File: src/rtl/irqhc_pkg.sv
// Shared types for the interrupt enable / halt controller.
package irqhc_pkg;
    // Decision taken at an instruction boundary.
    typedef enum logic [1:0] {
        GRANT_NONE = 2'd0,
        GRANT_INT  = 2'd1,
        GRANT_NMI  = 2'd2
    } grant_e;
endpackage

File: src/rtl/irq_sync.sv
// Synchronizer chain for an asynchronous request line.
// Assumes: STAGES == 0 means the input is already synchronous.
module irq_sync #(
    parameter int STAGES = 2
) (
    input  logic clk,
    input  logic rst_n,
    input  logic d,
    output logic q
);
    generate
        if (STAGES == 0) begin : g_bypass
            assign q = d;
        end else begin : g_chain
            logic [STAGES-1:0] chain;
            // Shift the request through STAGES flops.
            always_ff @(posedge clk) begin
                if (!rst_n) chain <= '0;
                else        chain <= {chain[STAGES-2 >= 0 ? STAGES-2 : 0 : 0], d} & {STAGES{1'b1}};
            end
            assign q = chain[STAGES-1];
        end
    endgenerate
endmodule

File: src/rtl/nmi_latch.sv
// Edge detector and pending latch for the non-maskable request.
// Assumes: nmi_s is already synchronous; take clears the pending bit
// unless a new edge arrives in the same cycle.
module nmi_latch (
    input  logic clk,
    input  logic rst_n,
    input  logic nmi_s,
    input  logic take,
    output logic pending
);
    logic nmi_q;
    logic rise;

    assign rise = nmi_s & ~nmi_q;

    // Remember the previous level and keep a rising edge until it is taken.
    always_ff @(posedge clk) begin
        if (!rst_n) begin
            nmi_q   <= 1'b0;
            pending <= 1'b0;
        end else begin
            nmi_q <= nmi_s;
            if (rise)      pending <= 1'b1;
            else if (take) pending <= 1'b0;
        end
    end


    nmi_edge_kept_chk: assert property (@(posedge clk) disable iff (!rst_n)
        rise |=> pending);
endmodule

File: src/rtl/iff_regs.sv
// The two maskable enable flags.
// Assumes: ei_now/di_now are already qualified by the instruction boundary.
// The instruction's effect applies first and the acceptance second.
module iff_regs (
    input  logic clk,
    input  logic rst_n,
    input  logic ei_now,
    input  logic di_now,
    input  logic take_int,
    input  logic take_nmi,
    output logic iff1,
    output logic iff2
);
    logic f1_after_instr, f2_after_instr;

    // Effect of the completing instruction on both flags.
    always_comb begin
        f1_after_instr = iff1;
        f2_after_instr = iff2;
        if (ei_now) begin
            f1_after_instr = 1'b1;
            f2_after_instr = 1'b1;
        end else if (di_now) begin
            f1_after_instr = 1'b0;
            f2_after_instr = 1'b0;
        end
    end

    // Register the flags; an acceptance overrides the instruction.
    always_ff @(posedge clk) begin
        if (!rst_n) begin
            iff1 <= 1'b0;
            iff2 <= 1'b0;
        end else if (take_int) begin
            iff1 <= 1'b0;
            iff2 <= 1'b0;
        end else if (take_nmi) begin
            iff1 <= 1'b0;
            iff2 <= f2_after_instr;
        end else begin
            iff1 <= f1_after_instr;
            iff2 <= f2_after_instr;
        end
    end


    int_clears_both_chk: assert property (@(posedge clk) disable iff (!rst_n)
        take_int |=> (!iff1 && !iff2));

    nmi_clears_live_chk: assert property (@(posedge clk) disable iff (!rst_n)
        take_nmi |=> (!iff1 && (iff2 == ($past(ei_now) | ($past(iff2) & ~$past(di_now))))));

    ei_sets_both_chk: assert property (@(posedge clk) disable iff (!rst_n)
        (ei_now && !take_int && !take_nmi) |=> (iff1 && iff2));

    di_clears_both_chk: assert property (@(posedge clk) disable iff (!rst_n)
        di_now |=> (!iff1 && !iff2));
endmodule

File: src/rtl/halt_tracker.sv
// Halted state and program-counter hold.
// Assumes: halt_now is qualified by the boundary; take_any is the acceptance.
module halt_tracker (
    input  logic clk,
    input  logic rst_n,
    input  logic halt_now,
    input  logic take_any,
    output logic halted,
    output logic hold_pc
);
    // Enter on a halt boundary and leave on any acceptance.
    always_ff @(posedge clk) begin
        if (!rst_n)        halted <= 1'b0;
        else if (take_any) halted <= 1'b0;
        else if (halt_now) halted <= 1'b1;
    end

    // Hold the PC from the halt boundary on, except when an interrupt is taken.
    assign hold_pc = (halted | halt_now) & ~take_any;


    take_leaves_halt_chk: assert property (@(posedge clk) disable iff (!rst_n)
        take_any |=> !halted);

    halt_enters_chk: assert property (@(posedge clk) disable iff (!rst_n)
        (halt_now && !take_any) |=> halted);
endmodule

File: src/rtl/irq_halt_ctrl.sv
// Interrupt enable and halt controller: it decides at each instruction
// boundary whether a non-maskable or a maskable interrupt is accepted, and
// keeps the halted state.
// Assumes: strobes are asserted in the same cycle as instr_done.
module irq_halt_ctrl
    import irqhc_pkg::*;
#(
    parameter int SYNC_STAGES = 2
) (
    input  logic clk,
    input  logic rst_n,
    input  logic instr_done,
    input  logic ei_stb,
    input  logic di_stb,
    input  logic halt_stb,
    input  logic int_req,
    input  logic nmi_req,
    output logic take_int,
    output logic take_nmi,
    output logic halted,
    output logic hold_pc,
    output logic iff1,
    output logic iff2
);
    logic   int_s, nmi_s, nmi_pend;
    logic   ei_now, di_now, halt_now;
    grant_e grant;

    assign ei_now   = instr_done & ei_stb;
    assign di_now   = instr_done & di_stb;
    assign halt_now = instr_done & halt_stb;

    irq_sync #(.STAGES(SYNC_STAGES)) u_int_sync (
        .clk(clk), .rst_n(rst_n), .d(int_req), .q(int_s));
    irq_sync #(.STAGES(SYNC_STAGES)) u_nmi_sync (
        .clk(clk), .rst_n(rst_n), .d(nmi_req), .q(nmi_s));

    nmi_latch u_nmi (
        .clk(clk), .rst_n(rst_n), .nmi_s(nmi_s), .take(take_nmi), .pending(nmi_pend));

    // Boundary arbitration: a non-maskable request wins, and a maskable one waits one instruction after an enable.
    always_comb begin
        grant = GRANT_NONE;
        if (instr_done) begin
            if (nmi_pend)
                grant = GRANT_NMI;
            else if (int_s && iff1 && !ei_stb && !di_stb)
                grant = GRANT_INT;
        end
    end

    assign take_nmi = (grant == GRANT_NMI);
    assign take_int = (grant == GRANT_INT);

    iff_regs u_iff (
        .clk(clk), .rst_n(rst_n), .ei_now(ei_now), .di_now(di_now),
        .take_int(take_int), .take_nmi(take_nmi), .iff1(iff1), .iff2(iff2));

    halt_tracker u_halt (
        .clk(clk), .rst_n(rst_n), .halt_now(halt_now),
        .take_any(take_int | take_nmi), .halted(halted), .hold_pc(hold_pc));


    one_grant_chk: assert property (@(posedge clk) disable iff (!rst_n)
        $onehot0({take_int, take_nmi}));

    no_int_at_ei_chk: assert property (@(posedge clk) disable iff (!rst_n)
        ei_now |-> !take_int);

    halt_holds_pc_chk: assert property (@(posedge clk) disable iff (!rst_n)
        (halted && !take_int && !take_nmi) |-> hold_pc);
endmodule

File: config.mk
export PLATFORM = sky130hd
export DESIGN_NAME = irq_halt_ctrl
export DESIGN_NICKNAME = d
export VERILOG_FILES = /design/src/rtl/irqhc_pkg.sv /design/src/rtl/irq_sync.sv /design/src/rtl/nmi_latch.sv /design/src/rtl/iff_regs.sv /design/src/rtl/halt_tracker.sv /design/src/rtl/irq_halt_ctrl.sv
export SDC_FILE = /design/constraint.sdc
export NUM_CORES = 1
export LEC_CHECK = 0
export ABC_AREA = 1
export BUFFER_PORTS_ARGS = -buffer_cell sky130_fd_sc_hd__buf_4
export CAP_MARGIN = 15
export CORE_AREA = 3 3 40 42
export DETAILED_ROUTE_END_ITERATION = 8
export DIE_AREA = 0 0 43 45
export GPL_TIMING_DRIVEN = 0
export RECOVER_POWER = 50
export SYNTH_ARGS = -nofsm -noshare
export SYNTH_HDL_FRONTEND = slang
export SYNTH_SLANG_ARGS = --single-unit
File: constraint.sdc
create_clock -name clk -period 1.5 [get_ports clk]
set_clock_uncertainty 0.1 [all_clocks]
set_input_delay 0.45 -clock clk [delete_from_list [all_inputs] [get_ports clk]]
set_output_delay 0.45 -clock clk [all_outputs]
set_load 0.005 [all_outputs]
# [Word level (Yosys, flattened, before mapping)]
# Index checks and enable logic that the tools add are counted.
[word_totals] in_bits=8 ff_bits=9
[op_classes] mux=7 n_reduce_logical=10 bitwise=10 eq_ne=2
[ops] cell="$and 1x1->1" n=5
[ops] cell="$mux 1" n=5
[ops] cell="$mux 2" n=2
[ops] cell="$reduce_bool 2->1" n=2
[ops] cell="$reduce_or 2->1" n=2
[ops] cell="$logic_and 1x1->1" n=3
[ops] cell="$not 1->1" n=3
[ops] cell="$reduce_or 3->1" n=1
[ops] cell="$eq 2x1->1 const B" n=1
[ops] cell="$eq 2x2->1 const B" n=1
[ops] cell="$logic_not 1->1" n=2
[ops] cell="$or 1x1->1" n=2

# [Longest topological paths before layout]
# Gate-level depths: netlist of the first run.
[depth] word_depth=10 mapped_depth=9 ltp_nobuf=9

# [By module]
# A second synthesis of the first run with hierarchy kept.
[hier_totals] cells_unflattened=57 hier_area_um2=392.9
[modules_own_cells] mod="irq_sync" cells_each=6 area_each_um2=55.1 instances=2 seq_area_each_um2=40.0
[modules_own_cells] mod="irq_halt_ctrl" cells_each=20 area_each_um2=98.8 instances=1 seq_area_each_um2=0.0
[modules_own_cells] mod="iff_regs" cells_each=10 area_each_um2=76.3 instances=1 seq_area_each_um2=40.0
[modules_own_cells] mod="nmi_latch" cells_each=9 area_each_um2=68.8 instances=1 seq_area_each_um2=40.0
[modules_own_cells] mod="halt_tracker" cells_each=6 area_each_um2=38.8 instances=1 seq_area_each_um2=20.0

# [Worst setup path before layout of the first run]
# OpenSTA, ideal clock, no wires.
[synth_path] path_type="input to output" start="in instr_done" end="out hold_pc" path_stages=5 required_time_ns=0.950 arrival_time_ns=1.121 slack_ns=-0.171 path_buffers=0 path_cell_list="nand2_1 -> nor2_1 -> nand2_1 -> ha_1 -> a21boi_0"
[synth_between] elab_chain_cells=5
[synth_rtl] item="start: declaration" line_no="irq_halt_ctrl.sv:12" rtl="input logic instr_done,"
[synth_rtl] item="$mux 2" line_no="irq_halt_ctrl.sv:44" rtl="if (instr_done) begin"
[synth_rtl] item="$eq 2x1->1 or $eq 2x2->1 (tied branches)" line_no="irq_halt_ctrl.sv:53, irq_halt_ctrl.sv:52"
[synth_rtl] item="$or 1x1->1" line_no="irq_halt_ctrl.sv:61" rtl=".take_any(take_int | take_nmi), .halted(halted), .hold_pc(hold_pc));"
[synth_rtl] item="$not 1->1" line_no="halt_tracker.sv:19" rtl="assign hold_pc = (halted | halt_now) & ~take_any;"
[synth_rtl] item="$and 1x1->1 (*)" line_no="halt_tracker.sv:19"
[synth_rtl] item="end: declaration" line_no="irq_halt_ctrl.sv:21" rtl="output logic hold_pc,"
# Every way passes the cells marked *; elsewhere a longest branch is shown, timed or not.

# [Final worst setup path of the first run]
[layout_path] start="reg u_nmi.pending" end="out hold_pc"
[layout_between] elab_chain_cells=6
[layout_rtl] item="start: declaration" line_no="nmi_latch.sv:9" rtl="output logic pending"
[layout_rtl] item="start signal: assignment" line_no="nmi_latch.sv:20" rtl="pending <= 1'b0;"
[layout_rtl] item="start signal: assignment" line_no="nmi_latch.sv:23" rtl="if (rise) pending <= 1'b1;"
[layout_rtl] item="start signal: assignment" line_no="nmi_latch.sv:24" rtl="else if (take) pending <= 1'b0;"
[layout_rtl] item="$mux 2 (*)" line_no="irq_halt_ctrl.sv:45" rtl="if (nmi_pend)"
[layout_rtl] item="$mux 2 (*)" line_no="irq_halt_ctrl.sv:44"
[layout_rtl] item="$eq 2x1->1 or $eq 2x2->1 (tied branches)" line_no="irq_halt_ctrl.sv:53, irq_halt_ctrl.sv:52"
[layout_rtl] item="$or 1x1->1 (*)" line_no="irq_halt_ctrl.sv:61"
[layout_rtl] item="$not 1->1 (*)" line_no="halt_tracker.sv:19"
[layout_rtl] item="$and 1x1->1 (*)" line_no="halt_tracker.sv:19"
# Marked as above.

==> impl_metrics.xml, run 1 <==
<?xml version="1.0" encoding="UTF-8"?>
<metrics>
  <group name="die">
    <metric name="io_pins" unit="">14</metric>
    <metric name="die_width" unit="um">43</metric>
    <metric name="dieArea" unit="um2">1940</metric>
    <metric name="fp-row-count" unit="">13</metric>
    <metric name="floorplan.core_area" unit="um2">1280</metric>
    <metric name="start_util" unit="">0.282</metric>
    <metric name="die_y" unit="um">45</metric>
  </group>
  <group name="global_routing">
    <metric name="grt_pass1_wl" unit="mm">1.34</metric>
    <metric name="grt_start_max_net_pins" unit="">10</metric>
    <metric name="grt_usage" unit="">0.0975</metric>
    <metric name="grt_antenna_before_repair" unit="">0</metric>
    <metric name="grt-ovfl-total" unit="">0</metric>
    <metric name="first_global_vias" unit="">355</metric>
  </group>
  <group name="sta">
    <metric name="post-route-period-util" unit="">1.28</metric>
    <metric name="hold_ws" unit="ps">278</metric>
    <metric name="report.final.hold_viol_count" unit="">0</metric>
    <metric name="timing_max_transition_violations_final" unit="">0</metric>
    <metric name="min_period" unit="ps">1920</metric>
    <metric name="grt_setup_unrepaired" unit="">true</metric>
    <metric name="finalSetupViolCount" unit="">3</metric>
    <metric name="timing.fmax" unit="MHz">521</metric>
    <metric name="setup_ws" unit="ps">-420</metric>
    <metric name="maxSlewHeadroom" unit="">0.760</metric>
    <metric name="timing_worst_slew_pin_value" unit="ps">360</metric>
  </group>
  <group name="clocking">
    <metric name="clk_latency" unit="ps">250</metric>
    <metric name="clock_tree.htree_level_count" unit="">1</metric>
    <metric name="tritoncts_clock_tree" unit="">yes</metric>
    <metric name="number_of_buffers_inserted_for_hold_repair_after_clock_tree_synthesis" unit="">0</metric>
    <metric name="numCtsBuffers" unit="">3</metric>
    <metric name="cts-root-buf" unit="">sky130_fd_sc_hd__clkbuf_4</metric>
    <metric name="clkTransAtPathRegs" unit="ps">60</metric>
    <metric name="cts_buffer_depth" unit="">2</metric>
    <metric name="tritoncts_num_sinks" unit="">9</metric>
  </group>
  <group name="yosys">
    <metric name="xor_xnor_fraction_of_synth_area" unit="">0</metric>
    <metric name="yosys-top-cells-area" unit="">sky130_fd_sc_hd__dfxtp_1 (50%), sky130_fd_sc_hd__nand2_1 (14%), sky130_fd_sc_hd__inv_1 (12%)</metric>
    <metric name="post_synthesis_cell_area" unit="um2">363</metric>
    <metric name="share_of_synthesized_cell_area_in_full_adder_half_adder_and_majority_cells" unit="">0.0690</metric>
    <metric name="yosysSeqAreaShare" unit="">0.497</metric>
    <metric name="synthesis.area_per_instance" unit="um2">7.41</metric>
    <metric name="share_of_the_synthesized_area_in_the_top_cell_type" unit="">0.497</metric>
    <metric name="synth.largest_area_cell" unit="">sky130_fd_sc_hd__dfxtp_1</metric>
    <metric name="yosys_warnings" unit="">0</metric>
    <metric name="synth_cell_type_count" unit="">10</metric>
    <metric name="muxShareOfSynthArea" unit="">0</metric>
    <metric name="synth-simple-area-share" unit="">0.214</metric>
    <metric name="synth_compound_gate_area_share" unit="">0.0759</metric>
    <metric name="ys_seq_elements" unit="">9</metric>
    <metric name="syn-num-nets" unit="">59</metric>
    <metric name="synth_top_family_by_area" unit="">simple AND/OR/NAND/NOR gates</metric>
    <metric name="synth_cells" unit="">49</metric>
  </group>
  <group name="worst_setup_path">
    <metric name="max_stage_delay" unit="ps">320</metric>
    <metric name="crit_type" unit="">flip-flop to output port</metric>
    <metric name="worst_setup_path_start_kind" unit="">flip-flop</metric>
    <metric name="critical_path_required" unit="ps">950</metric>
    <metric name="timing.critical_path.cells" unit="">inv_2 &gt; nand2_2 &gt; nor2_2 &gt; nand2_2 &gt; ha_4 &gt; a21boi_2 &gt; buf_4</metric>
    <metric name="critical-path-slowest-cell" unit="">sky130_fd_sc_hd__dfxtp_2</metric>
    <metric name="endpoint_kind" unit="">output port</metric>
    <metric name="timing.critical_path.mode_cell" unit="">sky130_fd_sc_hd__nand2_2</metric>
    <metric name="worst-path-max-fanout" unit="">2</metric>
    <metric name="critPathArrivalTime" unit="ps">1370</metric>
  </group>
  <group name="place">
    <metric name="place_hpwl" unit="um">513</metric>
    <metric name="place_worst_setup_slack" unit="ps">-393</metric>
    <metric name="gp_congestion" unit="">0.681</metric>
    <metric name="placed_cell_area" unit="um2">483</metric>
    <metric name="io_buffer_count" unit="">12</metric>
  </group>
  <group name="power_and_ir_drop">
    <metric name="ir_drop" unit="mV">0.435</metric>
    <metric name="power-per-cell-area" unit="nW/um2">872</metric>
    <metric name="total_power" unit="uW">506</metric>
    <metric name="p_leak" unit="nW">0.314</metric>
  </group>
  <group name="finish">
    <metric name="num_antenna_cells" unit="">0</metric>
    <metric name="final_layout_size_suffix_gt1_frac" unit="">0.456</metric>
    <metric name="finish.net_count" unit="">79</metric>
    <metric name="fin_area" unit="um2">581</metric>
    <metric name="area_growth_syn_to_layout" unit="%">60.0</metric>
    <metric name="final_core_utilization" unit="">0.452</metric>
  </group>
  <group name="drt">
    <metric name="post_drt_wl_per_cell" unit="um">8.67</metric>
    <metric name="count_of_tritonroute_iterations_in_the_first_routing_pass" unit="">4</metric>
    <metric name="drt_first_iter_violations" unit="">4</metric>
    <metric name="antenna_violating_nets_post_route" unit="">0</metric>
    <metric name="detailroute.via_count" unit="">342</metric>
    <metric name="detail_route.vias_per_cell" unit="">4.12</metric>
    <metric name="drt-total-wl" unit="um">720</metric>
    <metric name="drc" unit="">0</metric>
  </group>
  <group name="hold_path">
    <metric name="worstHoldPathType" unit="">input port to flip-flop</metric>
  </group>
  <group name="outcome">
    <metric name="status" unit="">finished with violations</metric>
    <metric name="violated_checks" unit="">negative setup slack</metric>
  </group>
  <group name="flow_run">
    <metric name="max_cap_viol" unit="">0</metric>
  </group>
</metrics>
## placed cells by master, fill, tap and decap left out, types with 2 or more instances in the layout
master / instances
sky130_fd_sc_hd__a21oi_1: 3
sky130_fd_sc_hd__buf_4: 12
sky130_fd_sc_hd__buf_6: 3
sky130_fd_sc_hd__clkbuf_1: 2
sky130_fd_sc_hd__clkbuf_4: 3
sky130_fd_sc_hd__dfxtp_1: 6
sky130_fd_sc_hd__dfxtp_2: 3
sky130_fd_sc_hd__ha_4: 2
sky130_fd_sc_hd__inv_1: 10
sky130_fd_sc_hd__nand2_1: 10
sky130_fd_sc_hd__nand2_2: 3
sky130_fd_sc_hd__nand3_1: 2
sky130_fd_sc_hd__nor2_1: 3
## cells by family after synthesis
kind of cell / count (synthesis)
and+or+nand+nor: 20
DFF: 9
AOI/OAI and AO/OA: 5
adders and majority gates: 2
buffers and inverters: 13
## report_power, final
part,switching [mW],internal [mW]
logic,0.0302,0.0375
registers,0.00619,0.253
clock network,0.0773,0.102
total,0.114,0.392
## per-stage QoR
stage | instances | TNS (ps)
floorplan | 49 | -85.5
global placement | 76 | -700
detailed placement | 76 | -712
CTS | 83 | -1020
global route | 83 | -1170
finish | 83 | -867
## critical path: cells and delay by family (launching register included)
kind / cells / cell delay, ps
compound gates: 1 / 140
fa+ha+maj: 1 / 270
simple gates: 3 / 230
buf+inv: 2 / 160
flops: 1 / 320
## cell usage after synthesis
cell type	number
sky130_fd_sc_hd__a21boi_0	1
sky130_fd_sc_hd__a21oi_1	3
sky130_fd_sc_hd__buf_4	1
sky130_fd_sc_hd__dfxtp_1	9
sky130_fd_sc_hd__ha_1	2
sky130_fd_sc_hd__inv_1	12
sky130_fd_sc_hd__nand2_1	14
sky130_fd_sc_hd__nand3_1	2
sky130_fd_sc_hd__nor2_1	4
sky130_fd_sc_hd__o21ai_1	1
## sequential cells by signal, summed over array words and instances, names as in the netlist
signal	count
u_halt.halted	1
u_iff.iff1	1
u_iff.iff2	1
u_int_sync.g_chain.chain	2
u_nmi.nmi_q	1
u_nmi.pending	1
u_nmi_sync.g_chain.chain	2
## layout make-up
| class | instances | area [um2] |
|---|---|---|
| repair buffers | 15 | 124 |
| fillers | 135 | 704 |
| flip-flops and latches | 9 | 184 |
| plain buffers | 1 | 3.75 |
| clock buffers | 4 | 26.3 |
| multi-input cells | 27 | 176 |
| well taps | 15 | 18.8 |
| inverters | 12 | 47.5 |
## worst paths after layout
path | start | to | slack [ps] | cells after the start
setup / recovery | u_nmi.pending | hold_pc | -420 | 7
hold / removal | int_req | u_int_sync.g_chain.chain[0] | 280 | 3
setup reg to reg | u_nmi.pending | u_iff.iff1 | 170 | 11
hold reg to reg | u_int_sync.g_chain.chain[0] | u_int_sync.g_chain.chain[1] | 310 | 2
## metal layers
| metal | global-route usage | share of wire | up-vias |
|---|---|---|---|
| met1 | 0.0966 | 0.44 | 147 |
| met2 | 0.153 | 0.48 | 11 |
| met4 | 0.0904 | 0 | 0 |
| met5 | 0 | 0 | - |
| met3 | 0.0438 | 0.083 | 0 |
| li1 | - | - | 184 |
## repair_timing
action / in CTS / in global routing
resized for setup: 8 / 9
buffers inserted: 3 / 1
pin swaps: 2 / 4
endpoints found under the hold margin: 0 / 0
gates cloned: 0 / 0
endpoints found under the setup margin: 3 / 5
No activity file was read; power rests on OpenSTA's default activity.
==> run 2: changes to the inputs <==
--- a/config.mk
+++ b/config.mk
@@ -5,10 +5,10 @@
 export SDC_FILE = /design/constraint.sdc
 export NUM_CORES = 1
 export LEC_CHECK = 0
-export ABC_AREA = 1
 export BUFFER_PORTS_ARGS = -buffer_cell sky130_fd_sc_hd__buf_4
 export CAP_MARGIN = 15
 export CORE_AREA = 3 3 40 42
+export CTS_BUF_LIST = sky130_fd_sc_hd__clkbuf_4 sky130_fd_sc_hd__clkbuf_8
 export DETAILED_ROUTE_END_ITERATION = 8
 export DIE_AREA = 0 0 43 45
 export GPL_TIMING_DRIVEN = 0
==> impl_metrics.xml, run 2 <==
<?xml version="1.0" encoding="UTF-8"?>
<metrics>
  <group name="finish">
    <metric name="final_layout_size_suffix_gt1_frac" unit="">0.481</metric>
    <metric name="layout_commonest_cell" unit="">sky130_fd_sc_hd__buf_4</metric>
    <metric name="finish.net_count" unit="">65</metric>
    <metric name="mostFrequentLayoutCells" unit="">sky130_fd_sc_hd__buf_4 (10), sky130_fd_sc_hd__dfxtp_1 (9), sky130_fd_sc_hd__buf_6 (6)</metric>
    <metric name="area_growth_syn_to_layout" unit="%">60.4</metric>
    <metric name="num_antenna_cells" unit="">0</metric>
    <metric name="largestRegisters" unit="">u_int_sync.g_chain.chain: 2 flops, u_nmi_sync.g_chain.chain: 2 flops</metric>
  </group>
  <group name="die">
    <metric name="fp-row-count" unit="">13</metric>
    <metric name="start_util" unit="">0.280</metric>
    <metric name="floorplan.core_area" unit="um2">1280</metric>
    <metric name="die_width" unit="um">43</metric>
    <metric name="die_y" unit="um">45</metric>
    <metric name="io_pins" unit="">14</metric>
    <metric name="dieArea" unit="um2">1940</metric>
  </group>
  <group name="yosys">
    <metric name="synth-async-reset-ratio" unit="">0</metric>
    <metric name="synth_enable_flop_cells" unit="">0</metric>
    <metric name="synth_compound_gate_area_share" unit="">0.139</metric>
    <metric name="yosysSeqAreaShare" unit="">0.500</metric>
    <metric name="ys_seq_elements" unit="">9</metric>
    <metric name="muxShareOfSynthArea" unit="">0</metric>
    <metric name="share_of_synthesized_cell_area_in_full_adder_half_adder_and_majority_cells" unit="">0.0694</metric>
    <metric name="synth_top_family_by_area" unit="">simple AND/OR/NAND/NOR gates</metric>
    <metric name="synthesis.area_per_instance" unit="um2">10.9</metric>
    <metric name="synth.largest_area_cell" unit="">sky130_fd_sc_hd__dfxtp_1</metric>
    <metric name="synth_cell_type_count" unit="">14</metric>
    <metric name="syn-num-nets" unit="">43</metric>
    <metric name="share_of_the_synthesized_area_in_the_top_cell_type" unit="">0.500</metric>
    <metric name="synth-simple-area-share" unit="">0.281</metric>
    <metric name="yosys_warnings" unit="">0</metric>
    <metric name="top_ff_cell_synth" unit="">sky130_fd_sc_hd__dfxtp_1</metric>
    <metric name="synth.top_cells.by_count" unit="">sky130_fd_sc_hd__dfxtp_1 (9), sky130_fd_sc_hd__and2_1 (5), sky130_fd_sc_hd__nand2b_1 (3)</metric>
    <metric name="synth_cells" unit="">33</metric>
    <metric name="yosys.cell_count.top_type" unit="">sky130_fd_sc_hd__dfxtp_1</metric>
    <metric name="post_synthesis_cell_area" unit="um2">360</metric>
    <metric name="yosys-top-cells-area" unit="">sky130_fd_sc_hd__dfxtp_1 (50%), sky130_fd_sc_hd__and2_1 (8.7%), sky130_fd_sc_hd__ha_1 (6.9%)</metric>
    <metric name="xor_xnor_fraction_of_synth_area" unit="">0</metric>
  </group>
  <group name="worst_setup_path">
    <metric name="timing.critical_path.mode_cell" unit="">sky130_fd_sc_hd__buf_6</metric>
    <metric name="timing.reg2reg.worst_path_depth" unit="">6</metric>
    <metric name="critical-path-slowest-cell" unit="">sky130_fd_sc_hd__ha_4</metric>
    <metric name="worst_setup_path_start_kind" unit="">input port</metric>
    <metric name="worstReg2RegEnd" unit="">u_iff.iff1</metric>
    <metric name="crit_start" unit="">ei_stb</metric>
    <metric name="endpoint_kind" unit="">output port</metric>
    <metric name="worst-path-max-fanout" unit="">2</metric>
    <metric name="crit_type" unit="">input port to output port</metric>
    <metric name="critical_path.reg2reg.startpoint" unit="">u_int_sync.g_chain.chain[1]</metric>
    <metric name="critical_path_required" unit="ps">950</metric>
    <metric name="regToRegSetupSlack" unit="ps">90</metric>
    <metric name="max_stage_delay" unit="ps">300</metric>
    <metric name="worst_setup_path_endpoint" unit="">hold_pc</metric>
    <metric name="timing.critical_path.cells" unit="">buf_6 &gt; and4bb_1 &gt; nand3b_1 &gt; ha_4 &gt; nor2b_4 &gt; buf_6</metric>
    <metric name="critPathArrivalTime" unit="ps">1470</metric>
  </group>
  <group name="clocking">
    <metric name="clk_latency" unit="ps">250</metric>
    <metric name="clock_tree.htree_level_count" unit="">1</metric>
    <metric name="tritoncts_num_sinks" unit="">9</metric>
    <metric name="cts-root-buf" unit="">sky130_fd_sc_hd__clkbuf_4</metric>
    <metric name="clkTransAtPathRegs" unit="ps">60</metric>
    <metric name="number_of_buffers_inserted_for_hold_repair_after_clock_tree_synthesis" unit="">0</metric>
    <metric name="numCtsBuffers" unit="">3</metric>
    <metric name="cts_buffer_depth" unit="">2</metric>
    <metric name="tritoncts_clock_tree" unit="">yes</metric>
  </group>
  <group name="global_routing">
    <metric name="grt_antenna_before_repair" unit="">0</metric>
    <metric name="grt_pass1_wl" unit="mm">1.22</metric>
    <metric name="first_global_vias" unit="">295</metric>
    <metric name="grt_usage" unit="">0.0884</metric>
    <metric name="grt_start_max_net_pins" unit="">9</metric>
    <metric name="grt-ovfl-total" unit="">0</metric>
  </group>
  <group name="sta">
    <metric name="timing_max_transition_violations_final" unit="">0</metric>
    <metric name="min_period" unit="ps">2020</metric>
    <metric name="setup_ws" unit="ps">-524</metric>
    <metric name="timing.fmax" unit="MHz">494</metric>
    <metric name="grt_setup_unrepaired" unit="">true</metric>
    <metric name="timing_worst_slew_pin_value" unit="ps">282</metric>
    <metric name="post-route-period-util" unit="">1.35</metric>
    <metric name="finalSetupViolCount" unit="">3</metric>
    <metric name="maxSlewHeadroom" unit="">0.812</metric>
    <metric name="report.final.hold_viol_count" unit="">0</metric>
  </group>
  <group name="drt">
    <metric name="drt_first_iter_violations" unit="">0</metric>
    <metric name="detail_route.vias_per_cell" unit="">4.43</metric>
    <metric name="detailroute.via_count" unit="">306</metric>
    <metric name="count_of_tritonroute_iterations_in_the_first_routing_pass" unit="">1</metric>
    <metric name="drc" unit="">0</metric>
    <metric name="antenna_violating_nets_post_route" unit="">0</metric>
    <metric name="drt-total-wl" unit="um">714</metric>
    <metric name="post_drt_wl_per_cell" unit="um">10.3</metric>
  </group>
  <group name="power_and_ir_drop">
    <metric name="total_power" unit="uW">528</metric>
    <metric name="ir_drop" unit="mV">0.435</metric>
    <metric name="p_leak" unit="nW">0.273</metric>
    <metric name="power-per-cell-area" unit="nW/um2">914</metric>
  </group>
  <group name="place">
    <metric name="place_worst_setup_slack" unit="ps">-547</metric>
    <metric name="place_hpwl" unit="um">514</metric>
    <metric name="gp_congestion" unit="">0.628</metric>
    <metric name="io_buffer_count" unit="">13</metric>
  </group>
  <group name="hold_path">
    <metric name="worstHoldPathType" unit="">input port to flip-flop</metric>
  </group>
  <group name="flow_run">
    <metric name="max_cap_viol" unit="">0</metric>
  </group>
  <group name="outcome">
    <metric name="violated_checks" unit="">negative setup slack</metric>
    <metric name="status" unit="">finished with violations</metric>
  </group>
</metrics>
-- run 2: changes by cell type after synthesis, sizes merged, moves of 2 or more --
| cell | before | now |
|---|---|---|
| nor2 | 4 | 0 |
| inv | 12 | 1 |
| and3b | 0 | 2 |
| nand3 | 2 | 0 |
| nand2 | 14 | 2 |
| a21bo | 0 | 2 |
| nand2b | 0 | 3 |
| and2 | 0 | 5 |
-- run 2: how the worst min path moves through the flow --
stage / depth (start not counted) / slack, ps / to / from
3_3_place_gp: 1 / 310 / u_nmi_sync.g_chain.chain[1] / u_nmi_sync.g_chain.chain[0]
6_report: 2 / 300 / u_int_sync.g_chain.chain[0] / int_req
4_1_cts: 2 / 290 / u_int_sync.g_chain.chain[0] / int_req
2_1_floorplan: 1 / 310 / u_int_sync.g_chain.chain[1] / u_int_sync.g_chain.chain[0]
3_5_place_dp: 1 / 320 / u_nmi_sync.g_chain.chain[1] / u_nmi_sync.g_chain.chain[0]
5_1_grt: 2 / 310 / u_int_sync.g_chain.chain[0] / int_req
-- run 2: worst max-delay path, delay by kind of cell --
kind,cells,cell delay [ps]
buffers and inverters,2,180
adders and majority gates,1,300
and+or+nand+nor,3,540
-- run 2: per-stage QoR --
| step | utilization | TNS, ps | cell area [um2] | std cells | hold WS (ps) |
|---|---|---|---|---|---|
| after floorplan | - | -350 | 370 | 33 | 312 |
| after global placement | 0.379 | -1600 | 487 | 61 | 315 |
| after detailed placement | 0.379 | -1710 | 487 | 61 | 319 |
| after CTS | 0.439 | -1100 | 564 | 68 | 295 |
| after global routing | 0.450 | -1260 | 578 | 69 | 312 |
| final | 0.450 | -1130 | 578 | 69 | 303 |
-- run 2: kinds of logic (layout without fill, tap and decap cells) --
kind of cell,after synthesis,count (layout)
AO/OA/AOI/OAI,6,6
flip-flops,9,9
buffers and inverters,1,22
adder cells (fa/ha/maj),2,2
AND/OR/NAND/NOR,15,15
-- run 2: layout make-up --
class / count / area (um2)
Multi-Input combinational cell: 23 / 199
Clock buffer: 4 / 30.0
Timing Repair Buffer: 17 / 146
Tap cell: 15 / 18.8
Inverter: 1 / 3.75
Fill cell: 126 / 707
Sequential cell: 9 / 180
-- run 2: metal layers --
metal,vias to the layer above,part of all wire,track usage
li1,155,-,-
met1,140,0.42,0.0993
met2,11,0.50,0.135
met3,0,0.083,0.0438
met4,0,0,0.0542
met5,-,0,0
-- run 2: power breakdown --
part           switching, mW  internal (mW)
Sequential           0.00564          0.252
Clock                 0.0778          0.120
Combinational         0.0246         0.0484
Total                  0.108          0.420
-- run 2: timing repair --
action	CTS	global route
setup buffers	3	1
pin swaps	2	2
resized for setup	7	2
endpoints found under the setup margin	3	4
